## src/rtl/xcvr_dp_pkg.sv

```systemverilog
package xcvr_dp_pkg;

  typedef enum logic {
    MODE_REG   = 1'b0,
    MODE_LATCH = 1'b1
  } stage_mode_e;

  // Load condition of one stage from its sampled clock levels
  function automatic logic stage_loads(stage_mode_e mode, logic clk_now, logic clk_prev);
    if (mode == MODE_LATCH) return clk_now;
    return clk_now & ~clk_prev;
  endfunction

  // Open-drain pull-down request for one bit
  function automatic logic od_pull(logic bit_val, logic oe_n);
    return ~bit_val & ~oe_n;
  endfunction

endpackage

```

## src/rtl/xcvr_stage.sv

```systemverilog
module xcvr_stage #(
  parameter int W = 10
) (
  input  logic         clk,
  input  logic         rst_n,
  input  logic         stg_clk,
  input  logic         latch_mode,
  input  logic [W-1:0] d,
  output logic [W-1:0] q,
  output logic         load
);
  import xcvr_dp_pkg::*;

  logic stg_clk_q;

  always_ff @(posedge clk or negedge rst_n) begin
    if (!rst_n) stg_clk_q <= 1'b0;
    else        stg_clk_q <= stg_clk;
  end

  assign load = stage_loads(stage_mode_e'(latch_mode), stg_clk, stg_clk_q);

  always_ff @(posedge clk or negedge rst_n) begin
    if (!rst_n)    q <= '0;
    else if (load) q <= d;
  end
endmodule

```

## src/rtl/xcvr_od_port.sv

```systemverilog
module xcvr_od_port #(
  parameter int W = 10
) (
  input  logic [W-1:0] val,
  input  logic         oe_n,
  output logic [W-1:0] pull_low
);
  import xcvr_dp_pkg::*;

  for (genvar i = 0; i < W; i++) begin : g_bit
    assign pull_low[i] = od_pull(val[i], oe_n);
  end
endmodule

```

## src/rtl/xcvr_src_mux.sv

```systemverilog
module xcvr_src_mux #(
  parameter int W = 10
) (
  input  logic         from_pins,
  input  logic [W-1:0] internal_val,
  input  logic [W-1:0] pin_val,
  output logic [W-1:0] sel_val
);
  assign sel_val = from_pins ? pin_val : internal_val;
endmodule

```

## src/rtl/bus_xcvr_dp.sv

```systemverilog
module bus_xcvr_dp #(
  parameter int W = 10
) (
  input  logic         clk,
  input  logic         rst_n,
  input  logic [W-1:0] a_in,
  input  logic         stage1_clk,
  input  logic         stage2_clk,
  input  logic         s1_latch,
  input  logic         s2_latch,
  input  logic         fb_from_pins,
  input  logic         b_oe_n,
  input  logic         c_oe_n,
  input  logic [W-1:0] b_pin_in,
  output logic [W-1:0] b_drive_low,
  output logic [W-1:0] c_data,
  output logic         c_en
);
  logic [W-1:0] q1, q2, d2;
  logic         s1_load, s2_load;

  xcvr_stage #(.W(W)) u_stage1 (
    .clk(clk), .rst_n(rst_n), .stg_clk(stage1_clk), .latch_mode(s1_latch),
    .d(a_in), .q(q1), .load(s1_load)
  );

  xcvr_od_port #(.W(W)) u_bport (
    .val(q1), .oe_n(b_oe_n), .pull_low(b_drive_low)
  );

  xcvr_src_mux #(.W(W)) u_mux (
    .from_pins(fb_from_pins), .internal_val(q1), .pin_val(b_pin_in), .sel_val(d2)
  );

  xcvr_stage #(.W(W)) u_stage2 (
    .clk(clk), .rst_n(rst_n), .stg_clk(stage2_clk), .latch_mode(s2_latch),
    .d(d2), .q(q2), .load(s2_load)
  );

  assign c_data = q2;
  assign c_en   = ~c_oe_n;
endmodule

```

## config.mk

```make
export PLATFORM = sky130hd
export DESIGN_NAME = bus_xcvr_dp
export DESIGN_NICKNAME = d
export VERILOG_FILES = /design/src/rtl/xcvr_dp_pkg.sv /design/src/rtl/xcvr_stage.sv /design/src/rtl/xcvr_od_port.sv /design/src/rtl/xcvr_src_mux.sv /design/src/rtl/bus_xcvr_dp.sv
export SDC_FILE = /design/constraint.sdc
export NUM_CORES = 1
export LEC_CHECK = 0
export CAP_MARGIN = 5
export CORE_MARGIN = 4
export CORE_UTILIZATION = 25
export DETAILED_ROUTE_END_ITERATION = 10
export PLACE_DENSITY = 0.63
export RECOVER_POWER = 25
export SYNTH_ARGS = -nofsm -noshare
export SYNTH_HDL_FRONTEND = slang
export SYNTH_HIERARCHICAL = 1
export SYNTH_SLANG_ARGS = --single-unit
```

## constraint.sdc

```tcl
create_clock -name clk -period 1.3 [get_ports clk]
set_clock_uncertainty 0.1 [all_clocks]
set_input_delay 0.13 -clock clk [delete_from_list [all_inputs] [get_ports clk]]
set_output_delay 0.13 -clock clk [all_outputs]
set_load 0.005 [all_outputs]
```

==> results.md, run 1 <==
- Fin. Hold Viols: 0
- Total Routing Usage GR: 10.4%
- CP Buf/Inv Count: 2
- Final Cell Area: 1750 sq um
- Synth Net Count: 100
- Worst hold slack: 0.289 ns
- Syn Inst Count: 71
- Via density: 4.09
- Initial antenna violation count: 0
- DR vias: 740
- Die X: 72.4 um
- Vias in the first global route: 841
- Average wire per standard cell: 14.5 um
- Power Dens Cells: 1160 nW/um^2
- Crit-path cells: inv_1 -> o21ai_2 -> buf_12 -> mux2_2
- First-pass GRT wire length: 4.13 mm
- Layout Utilization: 43.7%
- VDD IR max: 569 uV
- I/O pins: 50
- Most frequent cells in the layout: 24 x clkdlybuf4s50_1, 22 x dfrtp_1, 20 x mux2_2
- Pleak: 0.828 nW
- Non-filler cells, final: 181
- DIE AREA: 5240 sq um
- R2R Setup Slk: 0.05 ns
- Post-route DRC: 0
- Die H: 72.4 um
- Ys Warns: 6
- Final ANT Viol Nets: 0
- Critical path capture point type: register
- Row count: 23
- Final Max Slew Viols: 0
- Rel. slew slack: 62.5%
- Endpoints failing setup: 0
- Worst setup path class: register to register
- Clock Sink Count: 22
- CTS H-tree lvls: 1
- FF-to-FF path depth: 4
- CTS Hold Bufs: 0
- Port bufs: 49
- Ant diodes: 0
- Core area: 4000 sq um
- Later-pin clock latency in the skew report: 0.26 ns
- Wirelength, routed: 2.63 mm
- Area grow syn2layout: 68.6%
- Starting Density: 25.9%
- Share of layout cells above drive strength 1: 36.6%
- Critical Path Start Type: register
- Root Driver: clkbuf_8
- Worst slew pin tran: 0.563 ns
- RR Endpoint: u_stage2/q[5]
- Period utilization: 96.1%
- Reg2reg start: u_stage2/stg_clk_q
- Grt total ovfl: 0
- Max Buffers Root-to-Sink: 2
- CP arrival: 1.30 ns
- Commonest non-fill, non-tap cell in the layout: clkdlybuf4s50_1
- Fin crit period: 1.25 ns
- Crit Path Max Fanout: 10
- Placed Cells: 172
- CTS tree: built
- Critical path's top delay family: flip-flops
- TritonRoute pass-1 iters: 3
- Worst path max stage delay: 0.34 ns
- Final nets: 161
- GP Congestion: 0.726
- Run status: completed
- TritonCTS buffer count: 3
- Placed cell area: 1630 sq um
- Worst hold path class: input port to async pin
- Critical Path RT: 1.35 ns
- Fmax: 801 MHz
- RSZ-0062 raised after global routing: false
- Dpl hpwl: 2.09 mm
- Pin count of the biggest net entering global routing: 23
- Post-Syn Area: 1040 sq um
- Avg Inst Size Synth: 14.6 sq um
- Reg clk slew, reported paths: 0.09 ns
- Pwr Total: 2.02 mW
- CP max stage cell: dfrtp_1
- Max_cap viols: 0
- Drt initial violations: 9
## flip-flops by register name, indices dropped and copies added, names as in the netlist
signal / flops
u_stage2/q: 10
u_stage2/stg_clk_q: 1
u_stage1/stg_clk_q: 1
u_stage1/q: 10
## report_power, final
part,switching [mW],internal [mW],total (mW)
Combinational,0.158,0.366,0.524
Clock,0.231,0.411,0.642
Sequential,0.0647,0.790,0.855
Total,0.454,1.57,2.02
## per-layer routing
| metal | up-vias | wire (um) | global-route usage, % | share of wire [%] |
|---|---|---|---|---|
| li1 | 365 | - | - | - |
| met1 | 354 | 981 | 11.5 | 37 |
| met2 | 19 | 1510 | 19.5 | 57 |
| met3 | 2 | 113 | 1.52 | 4.3 |
| met4 | 0 | 23 | 4.30 | 0.87 |
| met5 | - | 0 | 0 | 0 |
## stage by stage
step	TNS, ns	setup slack, ns
2_1_floorplan	0	0.114
3_3_place_gp	-6.11	-0.282
3_5_place_dp	-6.33	-0.292
4_1_cts	0	0.00393
5_1_grt	0	0.00116
6_report	0	0.0508
## worst max path at each step
stage | slack [ns] | from | cells past startpoint | endpoint
2_1_floorplan | 0.11 | u_stage1/stg_clk_q | 4 | u_stage1/q[0]
3_3_place_gp | -0.28 | b_oe_n | 4 | b_drive_low[4]
3_5_place_dp | -0.29 | fb_from_pins | 4 | u_stage2/q[1]
4_1_cts | 0.004 | c_oe_n | 3 | c_en
5_1_grt | 0.001 | u_stage1/q[4] | 2 | b_drive_low[4]
6_report | 0.05 | u_stage2/stg_clk_q | 4 | u_stage2/q[5]
## cell type report
cell class	count	area (sq um)
inverter	3	11.3
clock inverter	1	30.0
multi-input combinational	42	433
clock buffer	3	41.3
timing repair buffer	60	621
fill	365	2250
tap	50	62.6
sequential	22	551
## what timing repair did
| item | in CTS | in global routing |
|---|---|---|
| setup endpoints to repair | 22 | 19 |
| resized for setup | 23 | 6 |
| buffers inserted | 3 | 0 |
| pin swaps | 0 | 1 |
| hold endpoints to repair | 0 | 0 |
| gates cloned | 1 | 1 |
(Power assumes the default switching activity.)
==> run 2, diff against run 1 <==
CORE_UTILIZATION = 40   (was 25)
PLACE_DENSITY = 0.88   (was 0.63)
==> run 2 against run 1 <==
  * Design area decreased by 2.2%
  * Clock power decreased by 40%
  * Critical path type unchanged
  * Combinational power increased by 15%
  * Largest power group unchanged
  * Core utilization increased by 25 points
  * Worst setup slack got worse by 0.058 ns
  * The run now ends with setup timing left
  * Routed wire length increased by 9.2%
  * Critical path depth unchanged
  * Die area decreased by 34%
  * Clock-buffer cell count increased by 1
  * Non-clock buffer count increased by 5
  * Sequential power about the same
  * Via count increased by 9.7%
==> results.md, run 2 (synthesis results as in run 1) <==
- Rel. slew slack: 62.7%
- Critical Path Start Type: register
- Drt initial violations: 8
- Crit Path Max Fanout: 6
- Clock Sink Count: 22
- VDD IR max: 1060 uV
- First-pass GRT wire length: 4.61 mm
- Power Dens Cells: 1070 nW/um^2
- Wirelength, routed: 2.87 mm
- Fin crit period: 1.31 ns
- Die X: 58.9 um
- Starting Density: 41.9%
- Ant diodes: 0
- Fin. Hold Viols: 0
- Reg clk slew, reported paths: 0.12 ns
- Grt total ovfl: 0
- Max_cap viols: 0
- Commonest non-fill, non-tap cell in the layout: clkdlybuf4s50_1
- Final nets: 166
- CP max stage cell: dfrtp_1
- Post-route DRC: 0
- Fmax: 765 MHz
- Row count: 18
- Critical path's top delay family: flip-flops
- TritonCTS buffer count: 3
- CTS tree: built
- Vias in the first global route: 953
- Pin count of the biggest net entering global routing: 23
- Pleak: 0.841 nW
- Critical path capture point type: register
- CP Buf/Inv Count: 2
- GP Congestion: 0.759
- Final Max Slew Viols: 0
- Critical Path RT: 1.42 ns
- CTS Hold Bufs: 0
- Placed cell area: 1590 sq um
- Failing checks: setup timing
- CP arrival: 1.42 ns
- Core area: 2480 sq um
- Port bufs: 49
- Setup ws final: -0.00715 ns
- RSZ-0062 raised after global routing: true
- R2R Setup Slk: -0.007 ns
- CTS H-tree lvls: 1
- Worst path max stage delay: 0.38 ns
- Later-pin clock latency in the skew report: 0.31 ns
- Initial antenna violation count: 0
- Area grow syn2layout: 64.9%
- DR vias: 812
- TritonRoute pass-1 iters: 4
- Final Cell Area: 1710 sq um
- Dpl ws: -0.314 ns
- DIE AREA: 3470 sq um
- Final ANT Viol Nets: 0
- Root Driver: clkbuf_4
- Total Routing Usage GR: 18.5%
- Average wire per standard cell: 17.3 um
- Via density: 4.89
- Share of layout cells above drive strength 1: 46.3%
- Dpl hpwl: 2.09 mm
- Crit-path cells: inv_2 -> o21ai_4 -> buf_6 -> mux2_2
- Most frequent cells in the layout: 25 x clkdlybuf4s50_1, 22 x dfrtp_1, 20 x mux2_4
- I/O pins: 50
- FILL cells: 192
- Worst slew pin tran: 0.560 ns
- Period utilization: 101%
- Layout Utilization: 69.0%
- Worst hold path class: input port to async pin
- Endpoints failing setup: 2
- Max Buffers Root-to-Sink: 2
- Worst setup path class: register to register
- Die H: 58.9 um
- Run status: complete, but fails checks
- Top flop regs: u_stage1/q (10), u_stage2/q (10)
run 2: cell count changes in the layout (fill, tap and decap cells not counted), sizes merged, moves of 2 or more:
cell           change
clkdlybuf4s15      -2
buf                +7
clkbuf             +9
dlygate4sd2        -8
run 2: worst paths after layout:
kind                                    start            end  cells after the start
max                        u_stage1/stg_clk_q  u_stage1/q[2]                      4
min                                     rst_n  u_stage1/q[1]                      2
max reg2reg                u_stage1/stg_clk_q  u_stage1/q[2]                      4
min reg2reg                     u_stage2/q[2]  u_stage2/q[2]                      1
max in group asynchronous               rst_n  u_stage2/q[5]                      2
min in group clk                      a_in[8]  u_stage1/q[8]                      2
run 2: final cells by class:
cell class,instances,area (sq um),area share [%]
clock buffer,4,36.3,2.12
inverter,3,11.3,0.658
multi-input combinational,42,478,27.9
sequential,22,551,32.2
tap,30,37.5,2.19
timing repair buffer,65,597,34.9
run 2: worst reg2reg max path, cell delays in order (launching register included):
cell and delay, ns:
dfrtp_1 0.38, inv_2 0.05, o21ai_4 0.19, buf_6 0.16, mux2_2 0.33
run 2: routing by layer:
| layer | vias up | global-route usage, % | routed length [um] |
|---|---|---|---|
| met1 | 401 | 17.2 | 954 |
| met3 | 9 | 2.85 | 123 |
| li1 | 372 | - | - |
| met4 | 0 | 12.9 | 108 |
| met5 | - | 0 | 0 |
| met2 | 30 | 35.6 | 1690 |
run 2: power by group:
group	internal (mW)	switching, mW	leakage [nW]
clock	0.171	0.211	0.0210
combinational	0.409	0.191	0.562
sequential	0.790	0.0666	0.258
total	1.37	0.468	0.841
run 2: repair_timing:
action                                  CTS  global route
endpoints found under the setup margin   21            29
setup buffers                            11             1
pin swaps                                 1             4
hold endpoints to repair                  0             0
gates resized for setup                  26            33
run 2: per-stage QoR:
| stage | std cells | power [mW] | hold WS, ns | TNS [ns] |
|---|---|---|---|---|
| 2_1_floorplan | 71 | 1.08 | -0.266 | 0 |
| 3_3_place_gp | 152 | 1.40 | 0.388 | -5.92 |
| 3_5_place_dp | 152 | 1.43 | 0.400 | -6.68 |
| 4_1_cts | 167 | 1.82 | 0.0449 | -0.0248 |
| 5_1_grt | 166 | 1.95 | 0.235 | -0.177 |
| 6_report | 166 | 1.84 | 0.215 | -0.0128 |
==> run 3, diff against run 2 <==
CAP_MARGIN = 20   (was 5)
CORE_UTILIZATION = 41   (was 40)
CTS_BUF_LIST = sky130_fd_sc_hd__clkbuf_8   (was not set)
PLACE_DENSITY = 0.9   (was 0.88)
==> run 3 against run 2 <==
  * The run now ends clean
  * Design area decreased by 1.9%
  * Worst setup slack improved by 0.032 ns
  * Clock-buffer cell count unchanged
  * Global-route usage decreased by 3.4 points
==> results.md, run 3 (synthesis results as in run 1) <==
- Starting Density: 44.7%
- FILL cells: 165
- CTS H-tree lvls: 1
- GR Util met1: 17.1%
- Drt initial violations: 9
- Port bufs: 49
- Final ANT Viol Nets: 0
- Fmax: 784 MHz
- Dpl hpwl: 1.94 mm
- Period utilization: 98.1%
- Critical Path RT: 1.07 ns
- Pin count of the biggest net entering global routing: 23
- Final nets: 160
- Total Routing Usage GR: 15.1%
- Met2 Resource Use GR: 27.4%
- Critical Path Start Type: register
- Die H: 58.3 um
- Row count: 17
- GP Congestion: 0.810
- Met3 GRT Util: 4.39%
- Most frequent cells in the layout: 23 x clkdlybuf4s50_1, 22 x dfrtp_1, 19 x dlygate4sd2_1
- RSZ-0062 raised after global routing: true
- Average wire per standard cell: 16.2 um
- Max Buffers Root-to-Sink: 2
- Commonest non-fill, non-tap cell in the layout: clkdlybuf4s50_1
- Busiest layer in global routing: met2
- Critical path capture point type: output pin
- Die X: 58.3 um
- Area grow syn2layout: 61.8%
- Top flop regs: u_stage1/q (10), u_stage2/q (10)
- Run status: completed
- Max_cap viols: 0
- TritonRoute pass-1 iters: 4
- Worst hold path class: input port to async pin
- VDD IR max: 678 uV
- Wirelength, routed: 2.56 mm
- Worst slew pin tran: 0.542 ns
- DIE AREA: 3400 sq um
- Ant diodes: 0
- Fin crit period: 1.28 ns
- First-pass GRT wire length: 3.88 mm
- Share of layout cells above drive strength 1: 36.9%
- Fin. Hold Viols: 0
- Via density: 4.93
- Power Dens Cells: 1110 nW/um^2
- Post-route DRC: 0
- Reg clk slew, reported paths: 0.08 ns
- Endpoints failing setup: 0
- Vias in the first global route: 859
- TritonCTS buffer count: 3
- Final Max Slew Viols: 0
- Grt total ovfl: 0
- Setup TNS: 0 ns
- DR vias: 779
- Root Driver: clkbuf_8
- Later-pin clock latency in the skew report: 0.26 ns
- CTS tree: built
- Core area: 2320 sq um
- I/O pins: 50
- Pleak: 0.821 nW
- Pwr Total: 1.86 mW
- Initial antenna violation count: 0
- Rel. slew slack: 63.8%
- CP arrival: 1.05 ns
- Crit Path Max Fanout: 3
- Worst setup path class: register to output pin
- Clock Sink Count: 22
==> run 3: cell count changes in the layout (fill, tap and decap cells not counted), sizes merged <==
cell / before / now
dlygate4sd2: 10 / 19
clkbuf: 13 / 5
buf: 16 / 9
clkdlybuf4s50: 25 / 23
clkdlybuf4s15: 1 / 2
dlymetal6s2s: 1 / 2
==> run 3: final timing paths <==
check                                        start              to  slack (ns)  cells past startpoint
max in group asynchronous                    rst_n   u_stage2/q[2]        0.47                      2
min in group clk                      fb_from_pins   u_stage2/q[7]        0.35                      4
worst min-delay path                         rst_n   u_stage1/q[6]        0.27                      2
worst min register to register       u_stage2/q[2]   u_stage2/q[2]        0.40                      1
worst max-delay path                 u_stage1/q[0]  b_drive_low[0]        0.02                      2
worst max register to register  u_stage1/stg_clk_q   u_stage1/q[3]        0.06                      4
==> run 3: cell type report <==
class                           count  area (sq um)  area share, %
Clock buffer                        4          55.1           3.28
Inverter                            3          11.3          0.671
Multi-Input combinational cell     42           463           27.6
Sequential cell                    22           551           32.8
Tap cell                           28          35.0           2.09
Timing Repair Buffer               59           563           33.6
==> run 3: timing repair <==
item,in CTS,in global routing
setup buffers,1,0
gates resized for setup,22,18
cloned,0,1
hold buffers,0,0
endpoints found under the setup margin,21,30
pin swaps,0,3
hold endpoints to repair,0,0
==> run 3: worst max-delay path: stages, from the launching register on <==
cell and delay, ns:
dfrtp_1 0.41, nor2_1 0.11, dlygate4sd2_1 0.27
==> run 3: per-stage QoR <==
| stage | instances | util (%) | worst slack, ns | cell area [sq um] | hold slack [ns] |
|---|---|---|---|---|---|
| after floorplan | 71 | - | 0.114 | 1040 | -0.266 |
| after global placement | 152 | 68.1 | -0.257 | 1580 | 0.388 |
| after detailed placement | 152 | 68.1 | -0.282 | 1580 | 0.394 |
| after CTS | 157 | 69.8 | 0.00484 | 1620 | 0.117 |
| after global routing | 158 | 72.4 | -0.0151 | 1680 | 0.336 |
| final | 158 | 72.4 | 0.0247 | 1680 | 0.274 |
==> run 3: routing by layer <==
metal | routed length [um] | part of all wire [%] | up-vias
met5 | 0 | 0 | -
met4 | 36 | 1.4 | 0
met3 | 199 | 7.8 | 4
met2 | 1360 | 53 | 32
met1 | 969 | 38 | 383
li1 | - | - | 360
==> run 3: report_power, final <==
part / internal [mW] / switching (mW)
logic: 0.353 / 0.162
registers: 0.790 / 0.0669
clock network: 0.269 / 0.215
